[src/rtl/irq_ctl_pkg.sv]
package irq_ctl_pkg;
    localparam int REG_W   = 8;
    localparam int NUM_SRC = 3;
    localparam int OFS_W   = 7;

    localparam int B_GIE  = 7;
    localparam int B_PEIE = 6;
    localparam int B_TIE  = 5;
    localparam int B_EIE  = 4;
    localparam int B_PIE  = 3;
    localparam int B_TFL  = 2;
    localparam int B_EFL  = 1;
    localparam int B_PFL  = 0;

    typedef enum logic {PC_SAME, PC_DIFF} pc_state_e;
    typedef enum logic {LVL_LOW, LVL_HIGH} lvl_state_e;
endpackage

[src/rtl/irq_pin_sync.sv]
module irq_pin_sync #(
    parameter int W      = 1,
    parameter int STAGES = 2
) (
    input  logic         clk,
    input  logic         rst_n,
    input  logic [W-1:0] din,
    output logic [W-1:0] dout
);
    logic [W-1:0] stg_q [STAGES];

    always_ff @(posedge clk or negedge rst_n) begin
        if (!rst_n) stg_q[0] <= '0;
        else        stg_q[0] <= din;
    end

    for (genvar k = 1; k < STAGES; k++) begin : g_stage
        always_ff @(posedge clk or negedge rst_n) begin
            if (!rst_n) stg_q[k] <= '0;
            else        stg_q[k] <= stg_q[k-1];
        end
    end

    assign dout = stg_q[STAGES-1];
endmodule

[src/rtl/irq_rise_fsm.sv]
module irq_rise_fsm
    import irq_ctl_pkg::*;
(
    input  logic clk,
    input  logic rst_n,
    input  logic lvl,
    output logic rise
);
    lvl_state_e state_q, state_d;

    always_ff @(posedge clk or negedge rst_n) begin
        if (!rst_n) state_q <= LVL_LOW;
        else        state_q <= state_d;
    end

    always_comb begin
        state_d = state_q;
        rise    = 1'b0;
        unique case (state_q)
            LVL_LOW: begin
                if (lvl) begin
                    state_d = LVL_HIGH;
                    rise    = 1'b1;
                end
            end
            LVL_HIGH: begin
                if (!lvl) state_d = LVL_LOW;
            end
            default: state_d = LVL_LOW;
        endcase
    end

    AST_RISE_SINGLE: assert property (@(posedge clk) disable iff (!rst_n)
        rise |=> !rise);
endmodule

[src/rtl/irq_port_watch.sv]
module irq_port_watch
    import irq_ctl_pkg::*;
#(
    parameter int W = 4
) (
    input  logic         clk,
    input  logic         rst_n,
    input  logic [W-1:0] pins_raw,
    input  logic         rd_stb,
    output logic         set_req
);
    logic [W-1:0] pins_s;
    logic [W-1:0] snap_q;
    logic         differs;
    pc_state_e    state_q, state_d;

    irq_pin_sync #(.W(W), .STAGES(2)) u_sync (
        .clk  (clk),
        .rst_n(rst_n),
        .din  (pins_raw),
        .dout (pins_s)
    );

    always_ff @(posedge clk or negedge rst_n) begin
        if (!rst_n)      snap_q <= '0;
        else if (rd_stb) snap_q <= pins_s;
    end

    assign differs = (pins_s != snap_q);

    always_ff @(posedge clk or negedge rst_n) begin
        if (!rst_n) state_q <= PC_SAME;
        else        state_q <= state_d;
    end

    always_comb begin
        state_d = state_q;
        unique case (state_q)
            PC_SAME: if (differs && !rd_stb) state_d = PC_DIFF;
            PC_DIFF: if (rd_stb || !differs) state_d = PC_SAME;
            default: state_d = PC_SAME;
        endcase
    end

    always_comb begin
        set_req = (state_q == PC_DIFF);
    end

    AST_READ_ENDS_DIFF: assert property (@(posedge clk) disable iff (!rst_n)
        rd_stb |=> !set_req);
    AST_DIFF_SETS: assert property (@(posedge clk) disable iff (!rst_n)
        (differs && !rd_stb) |=> set_req);
endmodule

[src/rtl/irq_flag_cell.sv]
module irq_flag_cell (
    input  logic clk,
    input  logic rst_n,
    input  logic hw_set,
    input  logic wr_en,
    input  logic wr_val,
    output logic q
);
    always_ff @(posedge clk or negedge rst_n) begin
        if (!rst_n)      q <= 1'b0;
        else if (hw_set) q <= 1'b1;
        else if (wr_en)  q <= wr_val;
    end

    AST_SET_WINS: assert property (@(posedge clk) disable iff (!rst_n)
        hw_set |=> q);
    AST_FLAG_HOLD: assert property (@(posedge clk) disable iff (!rst_n)
        (q && !wr_en) |=> q);
    AST_FLAG_QUIET: assert property (@(posedge clk) disable iff (!rst_n)
        (!q && !hw_set && !(wr_en && wr_val)) |=> !q);
endmodule

[src/rtl/irq_ctl_reg.sv]
module irq_ctl_reg
    import irq_ctl_pkg::*;
#(
    parameter int             NUM_BANKS = 4,
    parameter int             PORT_W    = 4,
    parameter logic [OFS_W-1:0] REG_OFS = 7'h0B,
    localparam int            BANK_W    = $clog2(NUM_BANKS),
    localparam int            ADDR_W    = BANK_W + OFS_W
) (
    input  logic              clk,
    input  logic              rst_n,
    input  logic [ADDR_W-1:0] bus_addr,
    input  logic              bus_we,
    input  logic [REG_W-1:0]  bus_wdata,
    output logic [REG_W-1:0]  bus_rdata,
    input  logic              port_rd_stb,
    input  logic              tmr_ovf,
    input  logic              ext_pin,
    input  logic [PORT_W-1:0] port_hi,
    input  logic              periph_pend,
    output logic              irq_req
);
    logic [NUM_BANKS-1:0] bank_hit;
    logic                 hit;
    logic                 wr_hit;
    logic                 ext_s;
    logic                 ext_rise;
    logic                 pc_set;
    logic [NUM_SRC-1:0]   src_set;
    logic [NUM_SRC-1:0]   flag_q;
    logic [NUM_SRC-1:0]   src_en;
    logic [REG_W-NUM_SRC-1:0] ctl_q;
    logic [REG_W-1:0]     reg_val;

    for (genvar b = 0; b < NUM_BANKS; b++) begin : g_bank
        assign bank_hit[b] = (bus_addr == {BANK_W'(b), REG_OFS});
    end

    assign hit    = |bank_hit;
    assign wr_hit = hit && bus_we;

    irq_pin_sync #(.W(1), .STAGES(2)) u_ext_sync (
        .clk  (clk),
        .rst_n(rst_n),
        .din  (ext_pin),
        .dout (ext_s)
    );

    irq_rise_fsm u_ext_rise (
        .clk  (clk),
        .rst_n(rst_n),
        .lvl  (ext_s),
        .rise (ext_rise)
    );

    irq_port_watch #(.W(PORT_W)) u_port_watch (
        .clk     (clk),
        .rst_n   (rst_n),
        .pins_raw(port_hi),
        .rd_stb  (port_rd_stb),
        .set_req (pc_set)
    );

    assign src_set[B_TFL] = tmr_ovf;
    assign src_set[B_EFL] = ext_rise;
    assign src_set[B_PFL] = pc_set;

    for (genvar i = 0; i < NUM_SRC; i++) begin : g_flag
        irq_flag_cell u_flag (
            .clk   (clk),
            .rst_n (rst_n),
            .hw_set(src_set[i]),
            .wr_en (wr_hit),
            .wr_val(bus_wdata[i]),
            .q     (flag_q[i])
        );
    end

    always_ff @(posedge clk or negedge rst_n) begin
        if (!rst_n)      ctl_q <= '0;
        else if (wr_hit) ctl_q <= bus_wdata[REG_W-1:NUM_SRC];
    end

    assign reg_val   = {ctl_q, flag_q};
    assign bus_rdata = hit ? reg_val : '0;

    assign src_en[B_TFL] = reg_val[B_TIE];
    assign src_en[B_EFL] = reg_val[B_EIE];
    assign src_en[B_PFL] = reg_val[B_PIE];

    assign irq_req = reg_val[B_GIE] &
                     ((|(flag_q & src_en)) | (reg_val[B_PEIE] & periph_pend));

    AST_IRQ_NEEDS_GIE: assert property (@(posedge clk) disable iff (!rst_n)
        irq_req |-> bus_rdata[B_GIE] || !hit);
    AST_TMR_SETS: assert property (@(posedge clk) disable iff (!rst_n)
        tmr_ovf |=> flag_q[B_TFL]);
    AST_CTL_HOLD: assert property (@(posedge clk) disable iff (!rst_n)
        !wr_hit |=> $stable(ctl_q));
endmodule

[config.mk]
export PLATFORM = sky130hd
export DESIGN_NAME = irq_ctl_reg
export DESIGN_NICKNAME = d
export VERILOG_FILES = /design/src/rtl/irq_ctl_pkg.sv /design/src/rtl/irq_pin_sync.sv /design/src/rtl/irq_rise_fsm.sv /design/src/rtl/irq_port_watch.sv /design/src/rtl/irq_flag_cell.sv /design/src/rtl/irq_ctl_reg.sv
export SDC_FILE = /design/constraint.sdc
export NUM_CORES = 1
export LEC_CHECK = 0
export ABC_AREA = 1
export BUFFER_PORTS_ARGS = -buffer_cell sky130_fd_sc_hd__buf_2
export CAP_MARGIN = 0
export CORE_ASPECT_RATIO = 1.2
export CORE_UTILIZATION = 46
export CTS_BUF_LIST = sky130_fd_sc_hd__clkbuf_2
export DETAILED_ROUTE_END_ITERATION = 16
export GPL_ROUTABILITY_DRIVEN = 0
export PLACE_DENSITY = 0.86
export SKIP_CTS_REPAIR_TIMING = 1
export SLEW_MARGIN = 20
export SYNTH_ARGS = -nofsm -noshare
export SYNTH_HDL_FRONTEND = slang
export SYNTH_HIERARCHICAL = 1
export SYNTH_SLANG_ARGS = --single-unit
[constraint.sdc]
create_clock -name clk -period 1.11 [get_ports clk]
set_clock_uncertainty 0.1 [all_clocks]
set_input_delay 0.333 -clock clk [delete_from_list [all_inputs] [get_ports clk]]
set_output_delay 0.333 -clock clk [all_outputs]
set_load 0.02 [all_outputs]
==> impl_metrics.env <==
export IMPL_outcome="complete, but fails checks"
export IMPL_violations="setup timing"
export IMPL_setup_tns_final_ns=-4.183
export IMPL_ioPinCount=37
export IMPL_finalCritPeriodShare_pct=150.6
export IMPL_switchingPower_uw=420.9
export IMPL_synth_compound_area_share_pct=3.263
export IMPL_num_rows=18
export IMPL_worstSkewPairLatency_ns=0.33
export IMPL_peakVddDrop_mv=1.176
export IMPL_p_per_area_nw_per_um2=1090
export IMPL_dr_pass1_iters=4
export IMPL_seq_area_frac_synth_pct=55.94
export IMPL_hold_slack_ns=0.09891
export IMPL_dp_slack_ns=-0.4685
export IMPL_r2r_start="u_port_watch/snap_q[1]"
export IMPL_seq_area_um2=600.6
export IMPL_drt_iter0_drc=10
export IMPL_ant_nets=0
export IMPL_place_port_buffers=34
export IMPL_clk_pin_slew_ns=0.21
export IMPL_slowest_stage="dfrtp_1"
export IMPL_layout_drive_gt1_share_pct=49.45
export IMPL_r2r_cells=5
export IMPL_power_frac_comb_pct=15.2
export IMPL_nets=211
export IMPL_cp_num_buf_inv=2
export IMPL_startpoint="g_flag[2].u_flag/q"
export IMPL_cp_top_family="flip-flops"
export IMPL_critPathArrivalTime_ns=1.24
export IMPL_synth_top_area_share_pct=55.94
export IMPL_crit_required_ns=0.68
export IMPL_slew_headroom_pct=85.99
export IMPL_worst_slack_ns=-0.5618
export IMPL_ys_top_cells_by_area="dfrtp_1 56%, nand2_1 12%, inv_1 9.4%"
export IMPL_finalSetupViolCount=9
export IMPL_max_clock_freq_mhz=598.2
export IMPL_final_area_um2=1642
export IMPL_end_kind="output pin"
export IMPL_htree_levels=1
export IMPL_synthArstFlopShare_pct=100.0
export IMPL_syn_to_final_growth_pct=52.91
export IMPL_crit_cells=5
export IMPL_synth_seq_cells=24
export IMPL_internal_power_mw=1.368
export IMPL_final_cells=212
export IMPL_grt_first_pass_wirelength_um=3367
export IMPL_critical_path_endpoint="irq_req"
export IMPL_cpMostUsedCell="nor2_2"
export IMPL_cts_tree="done"
export IMPL_yosys_cell_count_top_type="nand2_1"
export IMPL_syn_area_um2=1074
export IMPL_wirelength_um=2546
export IMPL_wl_per_cell_um=12.01
export IMPL_min_period_ns=1.672
export IMPL_synth_edff_count=0
export IMPL_track_usage_pct=19.99
export IMPL_rr_endpoint="u_port_watch/set_req"
export IMPL_clockPowerShare_pct=31.4
export IMPL_max_stage_delay_ns=0.43
export IMPL_placed_area_um2=1454
export IMPL_antenna_cells=0
export IMPL_cts_root_buf="clkbuf_2"
export IMPL_cts_sinks=24
export IMPL_synth_largest_area_cell="dfrtp_1"
export IMPL_rsz0062_at_grt="yes"
export IMPL_crit_type="reg -> out"
export IMPL_multi_input_area_um2=424.2
export IMPL_ys_types=15
export IMPL_total_power_mw=1.789
export IMPL_muxShareOfSynthArea_pct=0
export IMPL_cts_max_path_buffers=2
export IMPL_hold_viol=0
export IMPL_dpl_cell_count=202
export IMPL_fill_cells=141
export IMPL_grt_ovfl_total=0
export IMPL_critical_path_cell_chain="inv_2, o21ai_2, nor2_2, nor2_2, buf_6"
export IMPL_p_seq_share_pct=53.4
export IMPL_drv_slew=0
export IMPL_power_leakage_nw=0.8518
export IMPL_synth_top_family_by_area="simple AND/OR/NAND/NOR gates"
export IMPL_synth_xor_area_share_pct=0
export IMPL_syn_mean_instance_area_um2=8.322
export IMPL_die_w_um=46.10
export IMPL_cts_buffers=3
export IMPL_synth_adder_area_share_pct=0
export IMPL_utilization_pct=76.73
export IMPL_die_h_um=54.92
export IMPL_synthSimpleGateAreaFrac_pct=27.39
export IMPL_initial_core_util_pct=50.18
export IMPL_synth_commonest_cells="34 x nand2_1, 27 x inv_1, 24 x dfrtp_1"
export IMPL_grt_max_degree=25
export IMPL_drc=0
export IMPL_hp_class="in -> reg"
export IMPL_yosysWarnings=6
export IMPL_synth_top_flop_cell="dfrtp_1"
export IMPL_antenna_found_initial=0
export IMPL_num_vias=958
export IMPL_sw_frac_of_total_pct=23.53
export IMPL_core_area_um2=2140
export IMPL_cp_start_kind="flip-flop"
export IMPL_viasPerCell=4.519
export IMPL_grt_pass1_vias=835
export IMPL_die_area_um2=2532
export IMPL_netlist_instances=129
export IMPL_cap_violations=0
export IMPL_worst_pin_slew_ns=0.2101
export IMPL_cp_max_fo=2
export IMPL_dp_hpwl_um=1717
export IMPL_syn_num_nets=157
export IMPL_rrSetupSlack_ns=0.18
-- cell families (layout without fill, tap and decap cells) --
family | after synthesis | after routing
and+or+nand+nor | 64 | 64
buffers and inverters | 34 | 87
DFF | 24 | 24
AOI/OAI and AO/OA | 7 | 7
-- area by class of cell --
type / instances / share of cell area, %
well taps: 30 / 2.287
multi-input cells: 71 / 25.84
repair buffers: 54 / 25.30
clock buffers: 3 / 0.9146
inverters: 29 / 7.241
flip-flops and latches: 24 / 36.59
clock inverters: 1 / 1.829
-- layer usage --
| layer | share of wire, % | vias up | track usage [%] |
|---|---|---|---|
| met5 | 0 | - | 0 |
| met3 | 2.2 | 6 | 2.922 |
| met4 | 2.7 | 0 | 10.29 |
| li1 | - | 478 | - |
| met1 | 34 | 447 | 18.36 |
| met2 | 61 | 27 | 40.61 |
-- worst min path at each step --
stage / startpoint / cells past startpoint / to / slack (ns)
detailed placement: rst_n / 2 / u_port_watch/u_sync/stg_q[4] / 0.18
global placement: rst_n / 2 / u_port_watch/u_sync/stg_q[5] / 0.17
floorplan: rst_n / 0 / ctl_q[0] / -0.06
finish: tmr_ovf / 3 / g_flag[2].u_flag/q / 0.1
global route: bus_wdata[0] / 3 / g_flag[0].u_flag/q / 0.08
CTS: rst_n / 2 / u_ext_sync/stg_q[1] / -0.22
-- flip-flops by register name, indices dropped and copies added, names as in the netlist --
| register | flops |
|---|---|
| ctl_q | 5 |
| u_ext_sync/stg_q | 1 |
| u_ext_rise/state_q | 1 |
| g_flag.u_flag/q | 3 |
| u_port_watch/u_sync/dout | 4 |
| u_ext_sync/dout | 1 |
| u_port_watch/u_sync/stg_q | 4 |
| u_port_watch/set_req | 1 |
| u_port_watch/snap_q | 4 |
-- worst reg2reg max path, cell delays in order (launching register included) --
cell     delay [ns]
dfrtp_1        0.43
inv_1          0.08
nand2_1        0.06
nand2_1        0.06
nor2_1         0.04
a21oi_1        0.12
-- power groups by stage --
stage | Sequential (mW) | Combinational [mW] | Clock, mW
final | 0.955 | 0.273 | 0.561
after global routing | 0.960 | 0.304 | 0.611
after CTS | 0.953 | 0.234 | 0.573
after detailed placement | 0.969 | 0.231 | 0
after global placement | 0.966 | 0.216 | 0
after floorplan | 0.961 | 0.122 | 0
-- cell usage in the layout, fill, tap and decap left out --
master         netlist  layout
nor2_2               2       3
clkbuf_2             0       3
inv_4                0       2
inv_6                0       1
dlygate4sd3_1        0       6
dfrtp_1             24      24
buf_6                0      12
buf_2                1      25
o21ai_1              4       4
nor2_4               1      11
inv_1               27      17
inv_2                2       9
nor2_1              14       3
buf_4                4      10
nand2_4              0       1
buf_12               0       1
nand3_1              5       5
bufinv_16            0       1
a21oi_1              1       1
o21ai_2              0       2
nand2_1             34      32
nand2_2              4       5
nand3_2              4       4
No activity file was read; power rests on OpenSTA's default activity.
